==> src/rtl/pt_walker.sv <==
module pt_walker #(
  parameter int PA_W    = 40,
  parameter int VA_BITS = 48,
  parameter int IDX_W   = 9,
  parameter int PG_W    = 12,
  parameter int PS_BIT  = 7
) (
  input  logic            clk,
  input  logic            rst_n,
  input  logic [63:0]     root_base,
  input  logic            req_valid,
  output logic            req_ready,
  input  logic [63:0]     req_vaddr,
  output logic            rsp_valid,
  output logic [PA_W-1:0] rsp_paddr,
  output logic            rsp_fault,
  output logic [2:0]      rsp_level,
  output logic            rsp_large,
  output logic            rd_req,
  output logic [PA_W-1:0] rd_addr,
  input  logic            rd_ack,
  input  logic [63:0]     rd_data
);
  localparam int LG_W   = PG_W + IDX_W;
  localparam int ENT_SH = PG_W - IDX_W;

  typedef enum logic [1:0] {S_IDLE, S_WALK, S_DONE} st_t;

  st_t                 st;
  logic [1:0]          lvl;
  logic [VA_BITS-1:0]  va;
  logic [PA_W-1:PG_W]  base;
  logic [IDX_W-1:0]    idx;
  logic [63:VA_BITS-1] hi;
  logic                canon;
  logic                unused_bits;

  assign hi    = req_vaddr[63:VA_BITS-1];
  assign canon = (&hi) | ~(|hi);
  assign idx   = va[PG_W + IDX_W*int'(lvl) +: IDX_W];

  assign req_ready = (st == S_IDLE);
  assign rd_req    = (st == S_WALK);
  assign rsp_valid = (st == S_DONE);
  assign rd_addr   = {base, idx, {ENT_SH{1'b0}}};

  assign unused_bits = ^{rd_data[63:PA_W], rd_data[PG_W-1:1],
                         root_base[63:PA_W], root_base[PG_W-1:0]};

  always_ff @(posedge clk) begin
    if (!rst_n) begin
      st        <= S_IDLE;
      lvl       <= 2'd3;
      va        <= '0;
      base      <= '0;
      rsp_paddr <= '0;
      rsp_fault <= 1'b0;
      rsp_level <= 3'd0;
      rsp_large <= 1'b0;
    end else begin
      case (st)
        S_IDLE: if (req_valid) begin
          va        <= req_vaddr[VA_BITS-1:0];
          base      <= root_base[PA_W-1:PG_W];
          lvl       <= 2'd3;
          rsp_paddr <= '0;
          rsp_level <= 3'd0;
          rsp_large <= 1'b0;
          rsp_fault <= ~canon;
          st        <= canon ? S_WALK : S_DONE;
        end
        S_WALK: if (rd_ack) begin
          if (!rd_data[0]) begin
            rsp_fault <= 1'b1;
            rsp_level <= {1'b0, lvl} + 3'd1;
            st        <= S_DONE;
          end else if (lvl == 2'd1 && rd_data[PS_BIT]) begin
            rsp_paddr <= {rd_data[PA_W-1:LG_W], va[LG_W-1:0]};
            rsp_large <= 1'b1;
            st        <= S_DONE;
          end else if (lvl == 2'd0) begin
            rsp_paddr <= {rd_data[PA_W-1:PG_W], va[PG_W-1:0]};
            st        <= S_DONE;
          end else begin
            base <= rd_data[PA_W-1:PG_W];
            lvl  <= lvl - 2'd1;
          end
        end
        default: st <= S_IDLE;
      endcase
    end
  end

  a_r2_entry_aligned: assert property (@(posedge clk) disable iff (!rst_n)
    rd_req |-> rd_addr[ENT_SH-1:0] == '0);

  a_r9_hold_until_ack: assert property (@(posedge clk) disable iff (!rst_n)
    (rd_req && !rd_ack) |=> (rd_req && $stable(rd_addr)));

  a_r6_absent_faults: assert property (@(posedge clk) disable iff (!rst_n)
    (rd_req && rd_ack && !rd_data[0]) |=> (rsp_valid && rsp_fault && !rd_req));

  a_r7_noncanon_fast: assert property (@(posedge clk) disable iff (!rst_n)
    (req_valid && req_ready && !((&req_vaddr[63:VA_BITS-1]) || !(|req_vaddr[63:VA_BITS-1])))
    |=> (rsp_valid && rsp_fault && rsp_level == 3'd0));

  a_r8_single_pulse: assert property (@(posedge clk) disable iff (!rst_n)
    rsp_valid |=> (!rsp_valid && req_ready));

  a_r8_one_in_flight: assert property (@(posedge clk) disable iff (!rst_n)
    !(req_ready && (rd_req || rsp_valid)));

  a_r5_large_ok: assert property (@(posedge clk) disable iff (!rst_n)
    (rsp_valid && rsp_large) |-> !rsp_fault);
endmodule

==> config.mk <==
export PLATFORM = sky130hd
export DESIGN_NAME = pt_walker
export DESIGN_NICKNAME = d
export VERILOG_FILES = /design/src/rtl/pt_walker.sv
export SDC_FILE = /design/constraint.sdc
export NUM_CORES = 1
export LEC_CHECK = 0
export BUFFER_PORTS_ARGS = -buffer_cell sky130_fd_sc_hd__buf_2
export CORE_ASPECT_RATIO = 2
export CORE_MARGIN = 5
export CORE_UTILIZATION = 49
export DETAILED_ROUTE_END_ITERATION = 16
export GPL_ROUTABILITY_DRIVEN = 0
export PLACE_DENSITY = 0.88
export SYNTH_ARGS = -nofsm -noshare
export SYNTH_HDL_FRONTEND = slang
export SYNTH_SLANG_ARGS = --single-unit
==> constraint.sdc <==
create_clock -name clk -period 4.45 [get_ports clk]
set_input_delay 0.89 -clock clk [delete_from_list [all_inputs] [get_ports clk]]
set_output_delay 0.89 -clock clk [all_outputs]
set_load 0.005 [all_outputs]
==> out/results.ini, run 1 <==
[timing]
worst_slew_pin_slew_ns = 1.14
finalWorstSetupSlack_ns = 1.19
fin_worst_skew_ns = 0.00618
tns_ns = 0
final_hold_viol_count = 0
relSlewSlack_pct = 23.9
clock.fmax_ghz = 0.306
slew_viol_final = 0
final.min_clock_period_ns = 3.26
fin_crit_sh_pct = 73.3
finalSetupViolCount = 0
rsz0062_at_grt = false

[setup_path]
cpPeakStageDelay_ns = 0.90
critPathTopFamily = compound AO/OA/AOI/OAI gates
arrival_ns = 3.57
path_max_fanout = 37
slowest_stage = o21ai_4
critPathCaptureType = flip-flop
rrSetupSlack_ns = 1.19
worst-path-buf-inv = 2
cp_cell_sequence = inv_1 > ha_1 > a21o_1 > o21ai_4 > buf_4 > nor2_1 > a311oi_2
critical_path_class = flip-flop to flip-flop
required_ns = 4.76
cp-start-kind = flip-flop

[clocking]
root_buffer = clkbuf_16
post_cts_resized = 0
clock_sinks = 125
htreeDepth = 4
cts_buffer_depth = 2
cts_tree = done
hold_buffers = 0
numCtsBuffers = 17
clk_latency_ns = 0.40
path_clk_slew_ns = 0.06
cts_setup_buffers = 0

[pwr]
peakVddDrop_mv = 0.377
powerDensity_nw_per_um2 = 427
leakage_nw = 3.15

[cells_and_area]
final_util_pct = 64.7
finalInstanceArea_um2 = 6990
syn_to_final_growth_pct = 30.3
fin_nets = 995
multi_input_area_um2 = 2560
layout_common_cells = 210 x buf_2, 169 x nand2_1, 125 x dfxtp_1, 63 x a21oi_1, 41 x nand3_1
final_cells = 949
seqCellArea_um2 = 2500
final_common_cell = buf_2
antenna_cells = 0
fillers = 928
drive_gt1_share_pct = 36.6

[detailed_routing]
wl_per_cell_um = 16.1
dr_total_vias = 5113
dr.pass1.iters = 5
route.detailed.drc = 0
drtIter0Drc = 179
ant_nets = 0
viasPerCell = 5.39
drt-total-wl_mm = 15.3

[synthesis]
syn_area_um2 = 5370
seq_area_frac_synth_pct = 46.6
yosys_warnings = 0
postSynthCellCount = 611
synth_edf_count = 0
avgSynthCellArea_um2 = 8.78
synth_seq_cells = 125
synth_flop_cell = dfxtp_1
synth.distinct_cells = 43
async_flop_share_pct = 0

[placed_design]
io_buffers = 210
dpl-instance-area_um2 = 6370
dp_slack_ns = 1.18
dpl.hpwl_mm = 11.2
placed_cells = 917

[global_route]
grt_pass1_wl_mm = 24.2
overflow = 0
grt_max_degree = 72
grtUsageTotal_pct = 23.0
grt_pass1_vias = 4946
antenna_found_initial = 0

[die]
ios = 284
rows = 54
dieHeight_um = 158
core-area_um2 = 10800
die_w_um = 84
die_area_um2 = 13300
initial_core_util_pct = 49.6

[worst_hold_path]
worst_hold_path_type = flip-flop to flip-flop

[status]
status = finished, final reports clean

[flow_run]
maxCapViolations = 0

per-layer routing:
metal,vias up,GRT usage [%],wire length [um]
met5,-,0,0
met4,0,12.0,538
met3,37,6.61,1170
met2,216,40.5,7990
met1,2363,24.8,5610
li1,2497,-,-
worst reg2reg max path: cells and delay by family, from the launching register on:
| family | cells | cell delay [ns] |
|---|---|---|
| fa+ha+maj | 1 | 0.25 |
| buf+inv | 2 | 0.61 |
| simple gates | 1 | 0.11 |
| compound gates | 3 | 1.36 |
| flops | 1 | 0.84 |
synthesized netlist by cell type, drive strengths merged (2+ instances only):
library cell / count / share of area [%]
and2: 2 / 0.23
mux2i: 11 / 2.1
nor3: 4 / 0.37
a311oi: 28 / 7.8
or3: 3 / 0.35
buf: 27 / 3.6
mux4: 9 / 3.8
inv: 6 / 0.42
a21oi: 63 / 5.9
a31oi: 2 / 0.23
nor2: 36 / 2.5
ha: 3 / 0.70
nand2: 169 / 12
clkbuf: 27 / 1.9
dfxtp: 125 / 47
nor4: 3 / 0.35
nand3: 42 / 4.0
nand4: 3 / 0.35
o31ai: 28 / 4.0
o21ai: 5 / 0.75
state kept, by name, summed over array words and instances (netlist names):
name,flops
rsp_large,1
st,2
rsp_paddr,40
rsp_fault,1
va,48
rsp_level,3
lvl,2
base,28
worst paths after layout:
| path | to | depth (start not counted) | start |
|---|---|---|---|
| setup / recovery | base[25] | 7 | lvl[0] |
| hold / removal | rsp_paddr[0] | 2 | rsp_paddr[0] |
| setup reg to reg | base[25] | 7 | lvl[0] |
| hold reg to reg | rsp_paddr[0] | 2 | rsp_paddr[0] |
metrics by stage:
| step | hold WS, ns | power (mW) |
|---|---|---|
| detailed placement | 0.443 | 1.60 |
| finish | 0.451 | 2.99 |
| CTS | 0.452 | 3.01 |
| global placement | 0.435 | 1.59 |
| global route | 0.471 | 3.11 |
| floorplan | 0.433 | 1.47 |
cells by family after synthesis:
| family | count (synthesis) | share of synthesized area (%) |
|---|---|---|
| buf+inv | 61 | 5.99 |
| other cells | 1 | 0.0699 |
| flops | 125 | 46.6 |
| simple gates | 269 | 21.2 |
| fa+ha+maj | 3 | 0.700 |
| compound gates | 132 | 19.6 |
| mux | 20 | 5.83 |
power breakdown:
group | internal (mW) | switching, mW | total, mW
registers | 1.18 | 0.0366 | 1.22
logic | 0.148 | 0.209 | 0.356
clock network | 0.938 | 0.476 | 1.41
layout make-up:
cell class | count | share of cell area (%)
multi-input cells | 427 | 36.5
flip-flops and latches | 125 | 35.8
repair buffers | 218 | 15.9
clock buffers | 22 | 6.92
well taps | 140 | 2.50
clock inverters | 10 | 1.95
inverters | 7 | 0.411
Power figures use the tool's default switching activity.
==> run 2: changes to the inputs <==
--- a/config.mk
+++ b/config.mk
@@ -8,10 +8,10 @@
 export BUFFER_PORTS_ARGS = -buffer_cell sky130_fd_sc_hd__buf_2
 export CORE_ASPECT_RATIO = 2
 export CORE_MARGIN = 5
-export CORE_UTILIZATION = 49
+export CORE_UTILIZATION = 41
 export DETAILED_ROUTE_END_ITERATION = 16
 export GPL_ROUTABILITY_DRIVEN = 0
-export PLACE_DENSITY = 0.88
+export PLACE_DENSITY = 0.79
 export SYNTH_ARGS = -nofsm -noshare
 export SYNTH_HDL_FRONTEND = slang
 export SYNTH_SLANG_ARGS = --single-unit
==> constraint.sdc (replaced) <==
create_clock -name clk -period 3 [get_ports clk]
set_input_delay 0.6 -clock clk [delete_from_list [all_inputs] [get_ports clk]]
set_output_delay 0.6 -clock clk [all_outputs]
set_load 0.005 [all_outputs]
==> run 2 against run 1 <==
Net effect: hold slack worse by 0.030 ns; clock power rose by 61%; sequential power grew 48%; largest power group unchanged; highest routed layer unchanged; non-clock buffer count up 4; wire length rose by 2.7%; sequential cell count is the same.
==> out/results.ini, run 2 (synthesis results as in run 1) <==
[clocking]
hold_buffers = 0  ; unchanged
numCtsBuffers = 17  ; unchanged
clk_latency_ns = 0.41  ; about the same
cts_setup_buffers = 0  ; unchanged
cts_buffer_depth = 2  ; unchanged
clock_sinks = 125  ; unchanged
htreeDepth = 4  ; unchanged
post_cts_resized = 0  ; unchanged
root_buffer = clkbuf_16
path_clk_slew_ns = 0.06  ; about the same
cts_tree = done

[placed_design]
io_buffers = 210  ; unchanged
dpl.hpwl_mm = 11.5  ; +2.8%
dp_slack_ns = 0.776  ; -0.407 ns
dpl-instance-area_um2 = 6440  ; +1.1%
placed_cells = 933  ; +1.7%

[setup_path]
arrival_ns = 1.71  ; -1.86 ns
required_ns = 2.40  ; -2.36 ns
cp_cell_sequence = nand2b_1 > inv_2 > buf_2
r2r_end = rsp_paddr[22]
cpPeakStageDelay_ns = 0.55  ; -0.35 ns
slowest_stage = dfxtp_1
worst-path-buf-inv = 2  ; unchanged
r2r-start = lvl[0]
cp-start-kind = flip-flop
critical_path_class = flip-flop to output port
critPathCaptureType = output port
path_max_fanout = 23  ; -38%
critPathTopFamily = buffers and inverters
rrSetupSlack_ns = 0.75  ; -0.44 ns
r2r_cells = 8  ; +1

[die]
dieHeight_um = 172  ; +8.7%
die_w_um = 90.9  ; +8.2%
die_area_um2 = 15600  ; +18%
initial_core_util_pct = 41.5  ; -8.1 points
ios = 284  ; unchanged
core-area_um2 = 12900  ; +20%
rows = 59  ; +9.3%

[timing]
final_hold_viol_count = 0  ; unchanged
finalSetupViolCount = 0  ; unchanged
clock.fmax_ghz = 0.433
fin_crit_sh_pct = 77.0
rsz0062_at_grt = false
relSlewSlack_pct = 52.7  ; +29 points
fin_worst_skew_ns = 0.00991  ; +0.00373 ns
finalWorstSetupSlack_ns = 0.690  ; -0.497 ns
tns_ns = 0  ; unchanged
final.min_clock_period_ns = 2.31
slew_viol_final = 0  ; unchanged
worst_slew_pin_slew_ns = 0.710  ; -0.427 ns

[cells_and_area]
finalInstanceArea_um2 = 7100  ; +1.5%
syn_to_final_growth_pct = 32.3
largest_register_ffs = 48  ; unchanged
final_cells = 965  ; +1.7%
top_register = va
fin_nets = 999  ; +0.40%
layout_common_cells = 210 x buf_2, 169 x nand2_1, 125 x dfxtp_1, 63 x a21oi_1, 41 x nand3_1
top_regs = va x48, rsp_paddr x40, base x28
drive_gt1_share_pct = 36.9  ; +0.36 points
final_common_cell = buf_2

[detailed_routing]
route.detailed.drc = 0  ; unchanged
drt-total-wl_mm = 15.7  ; +2.7%
ant_nets = 0  ; unchanged
drtIter0Drc = 173  ; -3.4%
dr_total_vias = 5009  ; -2.0%
dr.pass1.iters = 6  ; +1
wl_per_cell_um = 16.3  ; +1.0%
viasPerCell = 5.19  ; -3.7%

[global_route]
grtUsageTotal_pct = 19.8  ; -3.2 points
antenna_found_initial = 1  ; +1
overflow = 0  ; unchanged
grt_pass1_wl_mm = 24.8  ; +2.3%
grt_max_degree = 69  ; -4.2%
grt_pass1_vias = 4940  ; -0.12%

[worst_hold_path]
worst_hold_path_type = input pin to flip-flop
hold_end = va[37]
min_path_cells = 3  ; +1
hold_start = req_vaddr[37]

[pwr]
peakVddDrop_mv = 0.451  ; +20%
powerDensity_nw_per_um2 = 650  ; +52%
leakage_nw = 3.19  ; +1.3%
total_power_mw = 4.61  ; +54%

[flow_run]
maxCapViolations = 0  ; unchanged

[status]
status = finished, final reports clean

-- run 2: cell count changes in the layout (fill, tap and decap cells not counted) --
cell,previous run,this run
bufinv_16,3,5
buf_4,8,10
diode_2,0,1
clkbuf_1,1,0
buf_12,0,2
inv_6,0,2
clkinv_4,1,3
clkinv_2,3,1
clkinvlp_4,3,2
clkbuf_8,4,1
-- run 2: through the flow --
stage	util [%]	hold slack [ns]
final	55.0	0.422
after global routing	55.0	0.401
after CTS	54.9	0.407
after detailed placement	49.9	0.443
after global placement	49.9	0.435
after floorplan	-	0.433
-- run 2: report_power, final --
group | total [mW] | internal [mW] | leakage [nW] | switching, mW
Clock | 2.27 | 1.50 | 0.313 | 0.768
Combinational | 0.542 | 0.226 | 1.85 | 0.316
Sequential | 1.80 | 1.75 | 1.02 | 0.0513
Total | 4.61 | 3.48 | 3.19 | 1.14
-- run 2: layout make-up --
type,instances,area [um2]
diodes,1,2.50
clock buffers,18,439
flip-flops and latches,125,2500
well taps,152,190
multi-input cells,427,2560
clock inverters,13,214
fillers,1201,5820
repair buffers,222,1170
inverters,7,28.8
-- run 2: metal layers --
metal  GRT usage [%]  vias to the layer above  share of wire, %
li1                -                     2508                 -
met2            34.4                      182                52
met4            10.3                        0               3.1
met3            4.60                       30               6.7
met5               0                        -                 0
met1            22.4                     2289                39
-- run 2: how the worst max path moves through the flow --
stage	cells past startpoint	slack, ns	from	to
2_1_floorplan	7	1.07	lvl[1]	base[30]
3_3_place_gp	6	0.86	req_valid	rsp_paddr[16]
3_5_place_dp	8	0.78	lvl[0]	rsp_paddr[22]
4_1_cts	3	0.64	st[0]	rd_req
5_1_grt	3	0.55	st[0]	rd_req
6_report	3	0.69	st[0]	rd_req
-- run 2: worst min-delay path, delay by kind of cell --
family | cells | cell delay (ns)
AOI/OAI and AO/OA | 1 | 0.05
buffers and inverters | 1 | 0.09
and+or+nand+nor | 1 | 0.04
==> run 3: changes to the inputs <==
--- a/config.mk
+++ b/config.mk
@@ -8,10 +8,10 @@
 export BUFFER_PORTS_ARGS = -buffer_cell sky130_fd_sc_hd__buf_2
 export CORE_ASPECT_RATIO = 2
 export CORE_MARGIN = 5
-export CORE_UTILIZATION = 41
+export CORE_UTILIZATION = 45
 export DETAILED_ROUTE_END_ITERATION = 16
 export GPL_ROUTABILITY_DRIVEN = 0
-export PLACE_DENSITY = 0.79
+export PLACE_DENSITY = 0.82
 export SYNTH_ARGS = -nofsm -noshare
 export SYNTH_HDL_FRONTEND = slang
 export SYNTH_SLANG_ARGS = --single-unit
==> constraint.sdc (replaced) <==
create_clock -name clk -period 2.2 [get_ports clk]
set_input_delay 0.44 -clock clk [delete_from_list [all_inputs] [get_ports clk]]
set_output_delay 0.44 -clock clk [all_outputs]
set_load 0.005 [all_outputs]
==> run 3 against run 2 <==
Net effect: wire length decreased by 0.64%; largest power group unchanged; final cell count decreased by 0.62%; die area decreased by 8.2%; final area increased by 0.60%; sequential cell count unchanged; register-to-register slack got worse by 0.45 ns; combinational power increased by 42%.
==> out/results.ini, run 3 (synthesis results as in run 1) <==
[setup_path]
r2r_cells = 7  ; -1
cp-start-kind = flip-flop
arrival_ns = 1.63  ; -0.08 ns
r2r-start = lvl[0]
critical_path_class = flip-flop to output port
critPathCaptureType = output port
required_ns = 1.76  ; -0.64 ns
rrSetupSlack_ns = 0.30  ; -0.45 ns
path_depth = 3  ; unchanged
r2r_end = rsp_paddr[15]
path_max_fanout = 11  ; -52%
slowest_stage = mux4_2
cp_cell_sequence = buf_8 > mux4_2 > buf_2
critPathTopFamily = multiplexers
worst-path-buf-inv = 2  ; unchanged
cpPeakStageDelay_ns = 0.52  ; -0.03 ns

[clocking]
clk_latency_ns = 0.41  ; about the same
path_clk_slew_ns = 0.06  ; about the same
hold_buffers = 0  ; unchanged
cts_tree = done
numCtsBuffers = 17  ; unchanged
root_buffer = clkbuf_16
htreeDepth = 4  ; unchanged
cts_buffer_depth = 2  ; unchanged
clock_sinks = 125  ; unchanged

[detailed_routing]
route.detailed.drc = 0  ; unchanged
drtIter0Drc = 232  ; +34%
dr_total_vias = 5075  ; +1.3%
wl_per_cell_um = 16.3  ; about the same
viasPerCell = 5.29  ; +2.0%
ant_nets = 0  ; unchanged
drt-total-wl_mm = 15.6  ; -0.64%
dr.pass1.iters = 5  ; -1

[die]
core-area_um2 = 11700  ; -9.4%
die_area_um2 = 14300  ; -8.2%
rows = 56  ; -5.1%
dieHeight_um = 164  ; -4.3%
die_w_um = 87.2  ; -4.0%
initial_core_util_pct = 45.9  ; +4.3 points
ios = 284  ; unchanged

[cells_and_area]
top_regs = va x48, rsp_paddr x40, base x28
fillers = 1018  ; -15%
largest_register_ffs = 48  ; unchanged
layout_common_cells = 210 x buf_2, 169 x nand2_1, 124 x dfxtp_1, 63 x a21oi_1, 41 x nand3_1
top_register = va
final_cells = 959  ; -0.62%
antenna_cells = 0  ; -1
final_util_pct = 61.0  ; +6.1 points
fin_nets = 1001  ; +0.20%
seqCellArea_um2 = 2500  ; about the same
drive_gt1_share_pct = 37.1  ; +0.15 points
multi_input_area_um2 = 2560  ; unchanged
syn_to_final_growth_pct = 33.1
final_common_cell = buf_2

[timing]
worst_slew_pin_slew_ns = 0.590  ; -0.120 ns
rsz0062_at_grt = false
fin_worst_skew_ns = 0.00679  ; -0.00312 ns
slew_viol_final = 0  ; unchanged
final.min_clock_period_ns = 2.07
relSlewSlack_pct = 60.7  ; +8.0 points
tns_ns = 0  ; unchanged
fin_crit_sh_pct = 94.1
finalSetupViolCount = 0  ; unchanged
final_hold_viol_count = 0  ; unchanged
finalWorstSetupSlack_ns = 0.131  ; -0.559 ns
clock.fmax_ghz = 0.483

[global_route]
grt_pass1_vias = 4996  ; +1.1%
grt_pass1_wl_mm = 24.1  ; -2.8%
antenna_found_initial = 0  ; -1
overflow = 0  ; unchanged
grt_max_degree = 65  ; -5.8%
grtUsageTotal_pct = 21.4  ; +1.7 points

[placed_design]
io_buffers = 210  ; unchanged
placed_cells = 928  ; -0.54%
dp_slack_ns = 0.257  ; -0.519 ns
dpl.hpwl_mm = 11.5  ; -0.38%

[flow_run]
maxCapViolations = 0  ; unchanged

[worst_hold_path]
hold_end = va[37]
min_path_cells = 3  ; unchanged
worst_hold_path_type = input pin to flip-flop
hold_start = req_vaddr[37]

[pwr]
powerDensity_nw_per_um2 = 862  ; +33%
leakage_nw = 3.20  ; +0.41%
total_power_mw = 6.15  ; +33%
peakVddDrop_mv = 0.559  ; +24%

[status]
status = finished, final reports clean

==> run 3: worst reg2reg max path, delay by kind of cell (launching register included) <==
family                   cells  cell delay, ns
adder cells (fa/ha/maj)      1            0.21
AND/OR/NAND/NOR              1            0.11
buffers and inverters        2            0.35
flip-flops                   1            0.37
AO/OA/AOI/OAI                3            0.78
==> run 3: layer usage <==
metal	part of all wire, %	track usage, %	wire, um
met5	0	0	0
met4	2.2	9.36	336
met3	6.9	4.54	1080
met2	53	38.9	8220
met1	38	23.5	5990
==> run 3: through the flow <==
step	area, um2	hold slack (ns)
final	7140	0.267
after global routing	7140	0.248
after CTS	7140	0.251
after detailed placement	6510	0.440
after global placement	6510	0.435
after floorplan	5370	0.433
==> run 3: worst max path at each step <==
stage	startpoint	to	slack (ns)
final	lvl[0]	rd_addr[8]	0.13
after global routing	lvl[0]	rd_addr[8]	0.07
after CTS	lvl[0]	rd_addr[3]	0.03
after detailed placement	req_valid	rsp_paddr[15]	0.26
after global placement	req_valid	rsp_paddr[18]	0.29
after floorplan	lvl[1]	base[30]	0.27
==> run 3: final cells by class <==
type | count | area share [%]
Timing Repair Buffer | 224 | 17.5
Inverter | 7 | 0.403
Clock inverter | 13 | 2.68
Clock buffer | 18 | 6.01
Tap cell | 145 | 2.54
Multi-Input combinational cell | 427 | 35.8
Sequential cell | 125 | 35.1
==> run 3: power breakdown <==
group          internal (mW)  switching, mW  leakage [nW]
combinational          0.332          0.437          1.89
clock                   1.90           1.03         0.293
sequential              2.39         0.0678          1.02
total                   4.62           1.54          3.20
==> run 3: timing repair <==
action	CTS	global route
setup endpoints to repair	4	2
pin swaps	0	0
cloned	0	0
gates resized for setup	1	2
setup buffers	0	0
